**src/rtl/regbank_pkg.sv**
```systemverilog
package regbank_pkg;

  localparam int BANK_REGS   = 9;
  localparam int BANK_WIDTH  = 16;
  localparam int BANK_ADDR_W = 4;

  // Qualified bus strobes handed from control to datapath
  typedef struct packed {
    logic wrFire;
    logic rdFire;
  } bankStrobe_t;

endpackage

```
**src/rtl/regbank_ctrl.sv**
```systemverilog
module regbank_ctrl
  import regbank_pkg::*;
#(
  parameter int NUM_REGS = BANK_REGS,
  parameter int ADDR_W   = BANK_ADDR_W
) (
  input  logic                chipSel,
  input  logic                rdStrobe,
  input  logic                wrStrobe,
  input  logic [ADDR_W-1:0]   addr,
  output logic [NUM_REGS-1:0] addrHit,
  output bankStrobe_t         strb
);

  // Address-only one-hot decode; out-of-range addresses match nothing
  for (genvar i = 0; i < NUM_REGS; i++) begin : g_hit
    localparam logic [ADDR_W-1:0] SLOT = ADDR_W'(i);
    assign addrHit[i] = (addr == SLOT);
  end

  always_comb begin
    strb.wrFire = chipSel & wrStrobe;
    strb.rdFire = chipSel & rdStrobe;
  end

endmodule

```
**src/rtl/regbank_dpath.sv**
```systemverilog
module regbank_dpath
  import regbank_pkg::*;
#(
  parameter int NUM_REGS = BANK_REGS,
  parameter int DATA_W   = BANK_WIDTH,
  parameter bit REG_READ = 1'b1
) (
  input  logic                clk,
  input  logic                rst,
  input  bankStrobe_t         strb,
  input  logic [NUM_REGS-1:0] addrHit,
  input  logic [DATA_W-1:0]   wrData,
  output logic [NUM_REGS-1:0] rdSel,
  output logic [DATA_W-1:0]   rdData
);

  logic [NUM_REGS-1:0] wrSel;
  logic [DATA_W-1:0]   regQ    [NUM_REGS];
  logic [DATA_W-1:0]   srcWord [NUM_REGS];

  assign wrSel = addrHit & {NUM_REGS{strb.wrFire}};
  assign rdSel = addrHit & {NUM_REGS{strb.rdFire}};

  for (genvar i = 0; i < NUM_REGS; i++) begin : g_src
    always_ff @(posedge clk) begin
      if (rst)           regQ[i] <= '0;
      else if (wrSel[i]) regQ[i] <= wrData;
    end

    if (REG_READ) begin : g_flop
      // Clear whenever not addressed, so the source drives zeros
      always_ff @(posedge clk) begin
        if (rst || !rdSel[i]) srcWord[i] <= '0;
        else                  srcWord[i] <= regQ[i];
      end
    end else begin : g_mask
      assign srcWord[i] = regQ[i] & {DATA_W{rdSel[i]}};
    end
  end

  always_comb begin
    rdData = '0;
    for (int k = 0; k < NUM_REGS; k++) rdData |= srcWord[k];
  end

endmodule

```
**src/rtl/regbank_andor.sv**
```systemverilog
module regbank_andor
  import regbank_pkg::*;
#(
  parameter int NUM_REGS = BANK_REGS,
  parameter int DATA_W   = BANK_WIDTH,
  parameter int ADDR_W   = BANK_ADDR_W,
  parameter bit REG_READ = 1'b1
) (
  input  logic              clk,
  input  logic              rst,
  input  logic              chipSel,
  input  logic              rdStrobe,
  input  logic              wrStrobe,
  input  logic [ADDR_W-1:0] addr,
  input  logic [DATA_W-1:0] wrData,
  output logic [DATA_W-1:0] rdData
);

  logic [NUM_REGS-1:0] addrHit;
  logic [NUM_REGS-1:0] rdSel;
  bankStrobe_t         strb;

  regbank_ctrl #(.NUM_REGS(NUM_REGS), .ADDR_W(ADDR_W)) ctrl_i (
    .chipSel (chipSel),
    .rdStrobe(rdStrobe),
    .wrStrobe(wrStrobe),
    .addr    (addr),
    .addrHit (addrHit),
    .strb    (strb)
  );

  regbank_dpath #(.NUM_REGS(NUM_REGS), .DATA_W(DATA_W), .REG_READ(REG_READ)) dpath_i (
    .clk    (clk),
    .rst    (rst),
    .strb   (strb),
    .addrHit(addrHit),
    .wrData (wrData),
    .rdSel  (rdSel),
    .rdData (rdData)
  );

endmodule

```
**config.mk**
```make
export PLATFORM = sky130hd
export DESIGN_NAME = regbank_andor
export DESIGN_NICKNAME = d
export VERILOG_FILES = /design/src/rtl/regbank_pkg.sv /design/src/rtl/regbank_ctrl.sv /design/src/rtl/regbank_dpath.sv /design/src/rtl/regbank_andor.sv
export SDC_FILE = /design/constraint.sdc
export NUM_CORES = 1
export LEC_CHECK = 0
export ABC_AREA = 1
export BUFFER_PORTS_ARGS = -buffer_cell sky130_fd_sc_hd__buf_2
export CAP_MARGIN = 20
export CORE_ASPECT_RATIO = 0.5
export CORE_MARGIN = 3
export CORE_UTILIZATION = 54
export CTS_CLUSTER_SIZE = 16
export DETAILED_ROUTE_END_ITERATION = 12
export GPL_TIMING_DRIVEN = 0
export PLACE_DENSITY = 0.74
export SYNTH_ARGS = -nofsm -noshare
export SYNTH_HDL_FRONTEND = slang
export SYNTH_SLANG_ARGS = --single-unit
```
**constraint.sdc**
```tcl
create_clock -name clk -period 2 [get_ports clk]
set_input_delay 0.1 -clock clk [delete_from_list [all_inputs] [get_ports clk]]
set_output_delay 0.1 -clock clk [all_outputs]
set_load 0.05 [all_outputs]
```
==> results of run 1 <==
worst max-delay path, cell delays in order, from the launching register on:
cell	delay, ns
dfxtp_1	0.31
nor3_1	0.34
nand4_1	0.23
buf_2	0.28
kinds of logic (layout without fill, tap and decap cells):
| group | after synthesis | count (layout) | synth area share, % |
|---|---|---|---|
| simple gates | 417 | 417 | 18.0 |
| buf+inv | 175 | 260 | 6.88 |
| compound gates | 1 | 1 | 0.0521 |
| flops | 288 | 288 | 75.1 |
cell usage in the layout, fill, tap and decap left out, types with 5 or more instances in the layout:
master / n
buf_2: 43
clkbuf_1: 21
clkbuf_16: 25
clkbuf_8: 6
clkinv_1: 17
clkinv_2: 5
dfxtp_1: 144
edfxtp_1: 144
inv_1: 134
nand2_1: 25
nand3_1: 10
nand4_1: 21
nor2_1: 327
nor3_1: 16
nor3b_1: 16
power by group through the flow:
stage | clock network (uW) | registers [uW] | logic, uW
global placement | 0 | 6530 | 329
detailed placement | 0 | 6540 | 339
floorplan | 0 | 6520 | 219
finish | 4770 | 6410 | 346
CTS | 4810 | 6410 | 346
global route | 5080 | 6420 | 386
registers in the layout (all words and copies together) (netlist names):
signal,count
dpath_i.regQ,144
dpath_i.srcWord,144
Yosys cell counts:
cell type | count | area share [%]
buf_1 | 2 | 0.078
buf_2 | 3 | 0.16
clkbuf_1 | 16 | 0.63
clkinv_1 | 17 | 0.66
dfxtp_1 | 144 | 30
edfxtp_1 | 144 | 45
inv_1 | 134 | 5.2
inv_2 | 3 | 0.12
nand2_1 | 25 | 0.98
nand3_1 | 10 | 0.52
nand3_2 | 1 | 0.10
nand4_1 | 21 | 1.4
nor2_1 | 327 | 13
nor2_4 | 1 | 0.12
nor3_1 | 16 | 0.83
nor3b_1 | 16 | 1.3
o21ai_0 | 1 | 0.052
per-stage QoR:
step	cells	TNS (ns)
floorplan	881	0
global placement	1148	-5.49
detailed placement	1148	0
CTS	1193	0
global route	1193	0
finish	1193	0
layer usage:
layer / track usage (%) / vias up
met5: 0 / -
met4: 5.68 / 0
met3: 3.42 / 31
met2: 35.5 / 180
met1: 26.2 / 2889
li1: - / 2864
layout make-up:
class	instances	area, um^2	share of cell area, %
plain buffers	21	82.6	0.756
clock buffers	36	727	6.66
clock inverters	7	85.1	0.779
inverters	154	578	5.30
multi-input cells	418	1730	15.9
flip-flops and latches	288	7210	66.0
well taps	227	284	2.60
repair buffers	42	220	2.02
worst paths after layout:
path                                     startpoint                           endpoint  slack (ns)
hold / removal                           wrData[12]  dpath_i.regQ[0][12]$_SDFFCE_PN0P_        0.07
setup / recovery   dpath_i.srcWord[6][0]$_SDFF_PP0_                          rdData[0]        0.24
hold reg to reg    dpath_i.regQ[2][7]$_SDFFCE_PN0P_   dpath_i.srcWord[2][7]$_SDFF_PP0_        0.45
setup reg to reg  dpath_i.regQ[3][10]$_SDFFCE_PN0P_  dpath_i.srcWord[3][10]$_SDFF_PP0_        1.34
==> metrics, run 1 <==
status completed; WL met1 8280 um; highest routed layer met4; CTS sink cnt 288; WHS Path Cells 3; Hold Path Class primary input to flop; htree depth 1; Power per Cell Area 1060 nW/um^2; # setup viols final 0; worst-margin pin slew 0.936 ns; DRC errors left 0; die area 19,500 um^2; post-layout min period 1.76 ns; vias per inst 5.00; DRT iter0 DRCs 428; Clock Skew 0.0117 ns; Vias 5,964; Leak 0.00475 uW; Sw Ratio 20.2%; arrival time at the worst endpoint 1.66 ns; die width 195 um; WL met3 951 um; part of the power in registers 55.6%; Cell variety after synth 17; Slew Viols, Final 0; n_diodes 0; vias in the first global route 6,054; Hold Slack 0.0679 ns; Final Hold Viols 0; Psw 2320 uW; Syn Nets 906; CP Data Required Time 1.90 ns; Clk Latency, worst-skew pair 0.52 ns; Max Cap Viol 0; fraction of layout cells with a size suffix above 1 9.01%; placed cell areas 10,100 um^2; core area 16,900 um^2; worst relative slew slack 37.6%; design area 10,900 um^2; Worst-path clk slew 0.07 ns; Setup crit start kind flop; Area Overhead vs Synth 13.8%; cell count after synthesis 881; PortBufs 40; P_int 9200 uW; final cycle utilization of the critical path 88.0%; final worst slack 0.240 ns; Comb power frac 3.0%; Setup Crit Path Kind flop to output port; first-pass detailed-route iteration total 5; fillers 1,246; nets@finish 974; Clk Tree Root Cell clkbuf_16; maximum fanout along the worst path 1; HPWL after DPL 12,600 um; Worst Setup End Kind output port; clock power share 41.4%; I/O pins 41; drt wl/cell 15.9 um; Netlist Area Pre-Place 9600 um^2; Num CTS Buffers 24; Initial Utilization 56.8%; # Post-CTS Setup Buffers 0; Fmax 0.568 GHz; Detail Route Antenna Nets 0; Ys Warns 0; Avg Cell Area, Syn 10.9 um^2; total gr overflow 0; CTS tree built; Rows 33; first-pass GRT wire length 30,700 um; All-Layer GR Usage 20.1%; Synth Register Bits 288; routability cong. 0.773; number of gates resized after CTS 0; cts hold-fix bufs 2; Tot Pwr 11,500 uW; pin count of the biggest net entering global routing 17; number of antenna violations at the first check in global routing 0; unrepaired setup endpoints after global routing false; Max VDD drop 484 uV; Reg2Reg Depth 1; Place WS 0.0293 ns; worst-case clock buffer depth 3; final wirelength 18,900 um; Core Util, Final 64.6%; Die Y 100 um; routed wl met2 9280 um; post-synthesis sequential area ratio 75.1%
Power figures use the tool's default switching activity.
==> run 2: changes to the inputs <==
CORE_UTILIZATION = 40   (was 54)
GPL_TIMING_DRIVEN = not set   (was 0)
PLACE_DENSITY = not set   (was 0.74)
==> metrics, run 2 (same netlist as run 1, synthesis figures left out) <==
status completed; r2r startpoint dpath_i.regQ[5][5]$_SDFFCE_PN0P_; Initial Utilization 41.4% (-15 points); vias per inst 4.56 (-8.7%); number of gates resized after CTS 0 (unchanged); Area Overhead vs Synth 16.2%; Setup Crit Path Kind flop to output port; Core Util, Final 48.1% (-17 points); Rows 39 (+18%); Tot Pwr 11,800 uW (+2.2%); reg2reg end dpath_i.srcWord[5][5]$_SDFF_PP0_; # setup viols final 0 (unchanged); DP Cell Count 1,230 (+7.1%); maximum fanout along the worst path 1 (unchanged); htree depth 1 (unchanged); Num CTS Buffers 26 (+8.3%); Comb power frac 3.1% (about the same); Reg2Reg Depth 2 (+1); unrepaired setup endpoints after global routing false; die area 26,000 um^2 (+33%); arrival time at the worst endpoint 1.62 ns (-0.04 ns); Worst Setup End Kind output port; Max VDD drop 570 uV (+18%); grt peak-use layer met2; Power per Cell Area 1060 nW/um^2 (about the same); core area 23,200 um^2 (+37%); All-Layer GR Usage 16.4% (-3.8 points); DRC errors left 0 (unchanged); routing usage on met2 27.9% (-7.6 points); Worst-path clk slew 0.07 ns (about the same); fraction of layout cells with a size suffix above 1 11.6% (+2.6 points); Largest regs dpath_i.regQ: 144 flops, dpath_i.srcWord: 144 flops; Hold Path Class primary input to flop; first-pass GRT wire length 31,900 um (+4.1%); Clk Tree Root Cell clkbuf_16; Clock Skew 0.0103 ns (-0.00142 ns); # Post-CTS Setup Buffers 0 (unchanged); multi-input logic area 1730 um^2 (-0.22%); Sw Ratio 20.4% (+0.21 points); fillers 2,051 (+65%); commonest non-fill, non-tap cell in the layout nor2_1; Register Area 7210 um^2 (unchanged); final wirelength 20,700 um (+9.2%); P_int 9380 uW (+1.9%); die width 225 um (+16%); cts hold-fix bufs 0 (-2); n_diodes 0 (unchanged); Layout Cells excl Fill 1,278 (+7.1%); final cycle utilization of the critical path 86.1% (-1.9 points); Psw 2400 uW (+3.2%); Max Cap Viol 0 (unchanged); hold endpoint dpath_i.regQ[0][3]$_SDFFCE_PN0P_; worst-case clock buffer depth 3 (unchanged); Clk Latency, worst-skew pair 0.52 ns (about the same); R2R setup slack 1.37 ns (+0.03 ns); I/O pins 41 (unchanged); first-pass detailed-route iteration total 4 (-1); HPWL after DPL 13,800 um (+9.2%); Die Y 116 um (+15%); Slew Viols, Final 0 (unchanged); total gr overflow 0 (unchanged); worst relative slew slack 51.1% (+13 points); Setup crit start kind flop; clock power share 42.5% (+1.1 points); WHS Path Cells 3 (unchanged); met3 Usage GRT 2.38% (-1.0 points); Vias 5,834 (-2.2%); Final Hold Viols 0 (unchanged); routability cong. 0.775 (+0.23%); part of the power in registers 54.4% (-1.2 points); Detail Route Antenna Nets 0 (unchanged); post-layout min period 1.72 ns (-0.0387 ns); Fin Setup TNS 0 ns (unchanged); worst hold start wrData[3]; worst-margin pin slew 0.732 ns (-0.204 ns); number of antenna violations at the first check in global routing 0 (unchanged); CTS sink cnt 288 (unchanged); drt wl/cell 16.2 um (+2.0%); DRT iter0 DRCs 397 (-7.2%); Fmax 0.581 GHz (+2.2%); Leak 0.00486 uW (+2.2%); M1 GR Usage 22.5% (-3.8 points); vias in the first global route 5,736 (-5.3%); CTS tree built; nets@finish 976 (+0.21%); pin count of the biggest net entering global routing 20 (+3); Hold Slack 0.0866 ns (+0.0187 ns); CP Data Required Time 1.90 ns (about the same); most frequent cells in the layout nor2_1 (327), edfxtp_1 (144), dfxtp_1 (144); PortBufs 40 (unchanged)
==> run 2: cell count changes in the layout (fill, tap and decap cells not counted), sizes merged <==
cell | previous run | this run
clkinv | 22 | 28
dlygate4sd3 | 2 | 0
buf | 45 | 63
inv | 137 | 138
clkbuf | 52 | 34
==> run 2: per-stage QoR <==
step           cell area [um^2]  worst slack [ns]
6_report                  11200             0.279
3_3_place_gp              10300             0.366
5_1_grt                   11200             0.176
4_1_cts                   11200             0.211
3_5_place_dp              10300             0.388
2_1_floorplan              9600             0.368
==> run 2: how the worst max path moves through the flow <==
stage | slack, ns | startpoint | cells after the start | to
after floorplan | 0.37 | addr[3] | 3 | dpath_i.regQ[3][0]$_SDFFCE_PN0P_
after global placement | 0.37 | addr[3] | 6 | dpath_i.regQ[0][12]$_SDFFCE_PN0P_
after detailed placement | 0.39 | addr[3] | 6 | dpath_i.regQ[0][14]$_SDFFCE_PN0P_
after CTS | 0.21 | dpath_i.srcWord[6][3]$_SDFF_PP0_ | 3 | rdData[3]
after global routing | 0.18 | dpath_i.srcWord[0][14]$_SDFF_PP0_ | 3 | rdData[14]
final | 0.28 | dpath_i.srcWord[6][5]$_SDFF_PP0_ | 3 | rdData[5]
==> run 2: cell type report <==
class                           instances  area share [%]
Multi-Input combinational cell        418            15.5
Clock inverter                         14            1.07
Timing Repair Buffer                   63            3.34
Inverter                              154            5.18
Sequential cell                       288            64.6
Tap cell                              307            3.44
Clock buffer                           34            6.83
==> run 2: critical path: stages, from the launching register on <==
cell     delay, ns
dfxtp_1       0.30
nor3_1        0.34
nand4_1       0.20
buf_2         0.26
==> run 2: power by group through the flow <==
stage	combinational (uW)	sequential (uW)	clock, uW
global placement	369	6520	0
global route	411	6410	5340
floorplan	219	6520	0
detailed placement	372	6530	0
finish	368	6400	5010
CTS	375	6400	5090
==> run 2: metal layers <==
metal | wire length, um | part of all wire [%] | vias to the layer above
met5 | 0 | 0 | -
met4 | 361 | 1.7 | 0
met3 | 933 | 4.5 | 28
met2 | 9810 | 47 | 125
met1 | 9560 | 46 | 2816
li1 | - | - | 2865
==> run 3: changes to the inputs <==
clock period = 2.22 ns   (was 2 ns; I/O delays follow)
==> metrics, run 3 (same netlist as run 1, synthesis figures left out) <==
Clk Latency, worst-skew pair 0.51 ns (about the same); core area 23,200 um^2 (unchanged); Place WS 0.511 ns (+0.122 ns); Setup crit start kind flop; Worst Setup End Kind output port; htree depth 1 (unchanged); # Post-CTS Setup Buffers 0 (unchanged); CTS sink cnt 288 (unchanged); maximum fanout along the worst path 1 (unchanged); cts hold-fix bufs 0 (unchanged); vias in the first global route 5,675 (-1.1%); drt wl/cell 15.6 um (-3.4%); arrival time at the worst endpoint 1.65 ns (+0.03 ns); WL met3 905 um (-3.0%); buffers and inverters on the worst path 1 (unchanged); R2R setup slack 1.59 ns (+0.22 ns); Fin Setup TNS 0 ns (unchanged); Clk Tree Root Cell clkbuf_16; commonest non-fill, non-tap cell in the layout nor2_1; multi-input logic area 1730 um^2 (unchanged); CP Data Required Time 2.11 ns (+0.21 ns); routability cong. 0.781 (+0.77%); CTS tree built; highest routed layer met5; final cycle utilization of the critical path 79.4%; Clock Skew 0.00717 ns (-0.00311 ns); fraction of layout cells with a size suffix above 1 9.77% (-1.9 points); status completed; CP top delay family simple AND/OR/NAND/NOR gates; die width 225 um (unchanged); Largest regs dpath_i.regQ: 144 flops, dpath_i.srcWord: 144 flops; Initial Utilization 41.4% (unchanged); first-pass GRT wire length 31,300 um (-1.9%); Num CTS Buffers 25 (-3.8%); WL met1 9100 um (-4.8%); post-layout min period 1.76 ns; Register Area 7210 um^2 (unchanged); Leak 0.00475 uW (-2.2%); pin count of the biggest net entering global routing 20 (unchanged); crit-path max cell delay 0.38 ns (+0.04 ns); r2r startpoint dpath_i.regQ[7][12]$_SDFFCE_PN0P_; first-pass detailed-route iteration total 4 (unchanged); Power per Cell Area 920 nW/um^2 (-13%); number of gates resized after CTS 0 (unchanged); worst relative slew slack 52.4% (+1.4 points); Max Cap Viol 0 (unchanged); vias per inst 4.54 (-0.48%); I/O pins 41 (unchanged); hold endpoint dpath_i.srcWord[2][1]$_SDFF_PP0_; HPWL after DPL 13,300 um (-3.6%); Final Hold Viols 0 (unchanged); Slew Viols, Final 0 (unchanged); n_diodes 0 (unchanged); worst hold start addr[3]; Setup Crit Path Kind flop to output port; Hold Path Class primary input to flop; die area 26,000 um^2 (unchanged); Hold Slack 0.0578 ns (-0.0288 ns); Layout Cells excl Fill 1,269 (-0.70%); Reg2Reg Depth 2 (unchanged); fillers 2,062 (+0.54%); final worst slack 0.458 ns (+0.179 ns); reg2reg end dpath_i.srcWord[7][12]$_SDFF_PP0_; number of antenna violations at the first check in global routing 3 (+3); total gr overflow 0 (unchanged); routed wl met2 9250 um (-5.7%); PortBufs 40 (unchanged); most frequent cells in the layout nor2_1 (327), edfxtp_1 (144), dfxtp_1 (144); DRC errors left 0 (unchanged); Worst-path clk slew 0.06 ns (about the same); Rows 39 (unchanged); Detail Route Antenna Nets 0 (unchanged); All-Layer GR Usage 15.9% (-0.49 points); # setup viols final 0 (unchanged); worst-case clock buffer depth 3 (unchanged); DRT iter0 DRCs 402 (+1.3%); final wirelength 19,800 um (-4.1%); CP max stage cell nor3_1; WHS Path Cells 4 (+1); Max VDD drop 487 uV (-15%); Vias 5,765 (-1.2%); nets@finish 969 (-0.72%); worst-margin pin slew 0.712 ns (-0.0208 ns); Area Overhead vs Synth 14.4%; unrepaired setup endpoints after global routing false; Die Y 116 um (unchanged); Fmax 0.568 GHz; Cell Chain, Critical Path nor3_1 > nand4_1 > buf_2; DP Cell Count 1,224 (-0.49%)
run 3: stage by stage:
step	utilization [%]	power, uW	cell area, um^2
final	47.4	10100	11000
after global routing	47.4	10500	11000
after CTS	47.4	10200	11000
after detailed placement	44.1	6210	10200
after global placement	44.1	6200	10200
after floorplan	-	6070	9600
run 3: worst register-to-register path: cells and delay by family (launching register included):
| family | cells | cell delay (ns) |
|---|---|---|
| and+or+nand+nor | 1 | 0.18 |
| buffers and inverters | 1 | 0.04 |
| DFF | 1 | 0.32 |
run 3: area by class of cell:
class	instances	share of cell area (%)
timing repair buffer	57	2.99
tap	307	3.50
clock inverter	6	0.228
inverter	154	5.26
multi-input combinational	418	15.7
clock buffer	39	6.63
sequential	288	65.6
run 3: how the worst max path moves through the flow:
stage | startpoint | endpoint | slack, ns | depth (start not counted)
after floorplan | addr[3] | dpath_i.regQ[3][0]$_SDFFCE_PN0P_ | 0.14 | 3
after global placement | chipSel | dpath_i.regQ[7][14]$_SDFFCE_PN0P_ | 0.56 | 5
after detailed placement | chipSel | dpath_i.regQ[5][14]$_SDFFCE_PN0P_ | 0.51 | 5
after CTS | dpath_i.srcWord[6][8]$_SDFF_PP0_ | rdData[8] | 0.42 | 3
after global routing | dpath_i.srcWord[6][8]$_SDFF_PP0_ | rdData[8] | 0.40 | 3
final | dpath_i.srcWord[6][8]$_SDFF_PP0_ | rdData[8] | 0.46 | 3
run 3: power by group:
| group | internal (uW) | total, uW | switching, uW |
|---|---|---|---|
| logic | 71.6 | 328 | 256 |
| clock network | 2240 | 4010 | 1770 |
| registers | 5730 | 5770 | 39.1 |
| total | 8040 | 10100 | 2060 |
run 3: layer usage:
| metal | track usage (%) | vias to the layer above |
|---|---|---|
| li1 | - | 2862 |
| met1 | 21.2 | 2737 |
| met2 | 26.7 | 115 |
| met3 | 3.21 | 45 |
| met4 | 4.69 | 6 |
| met5 | 0 | - |
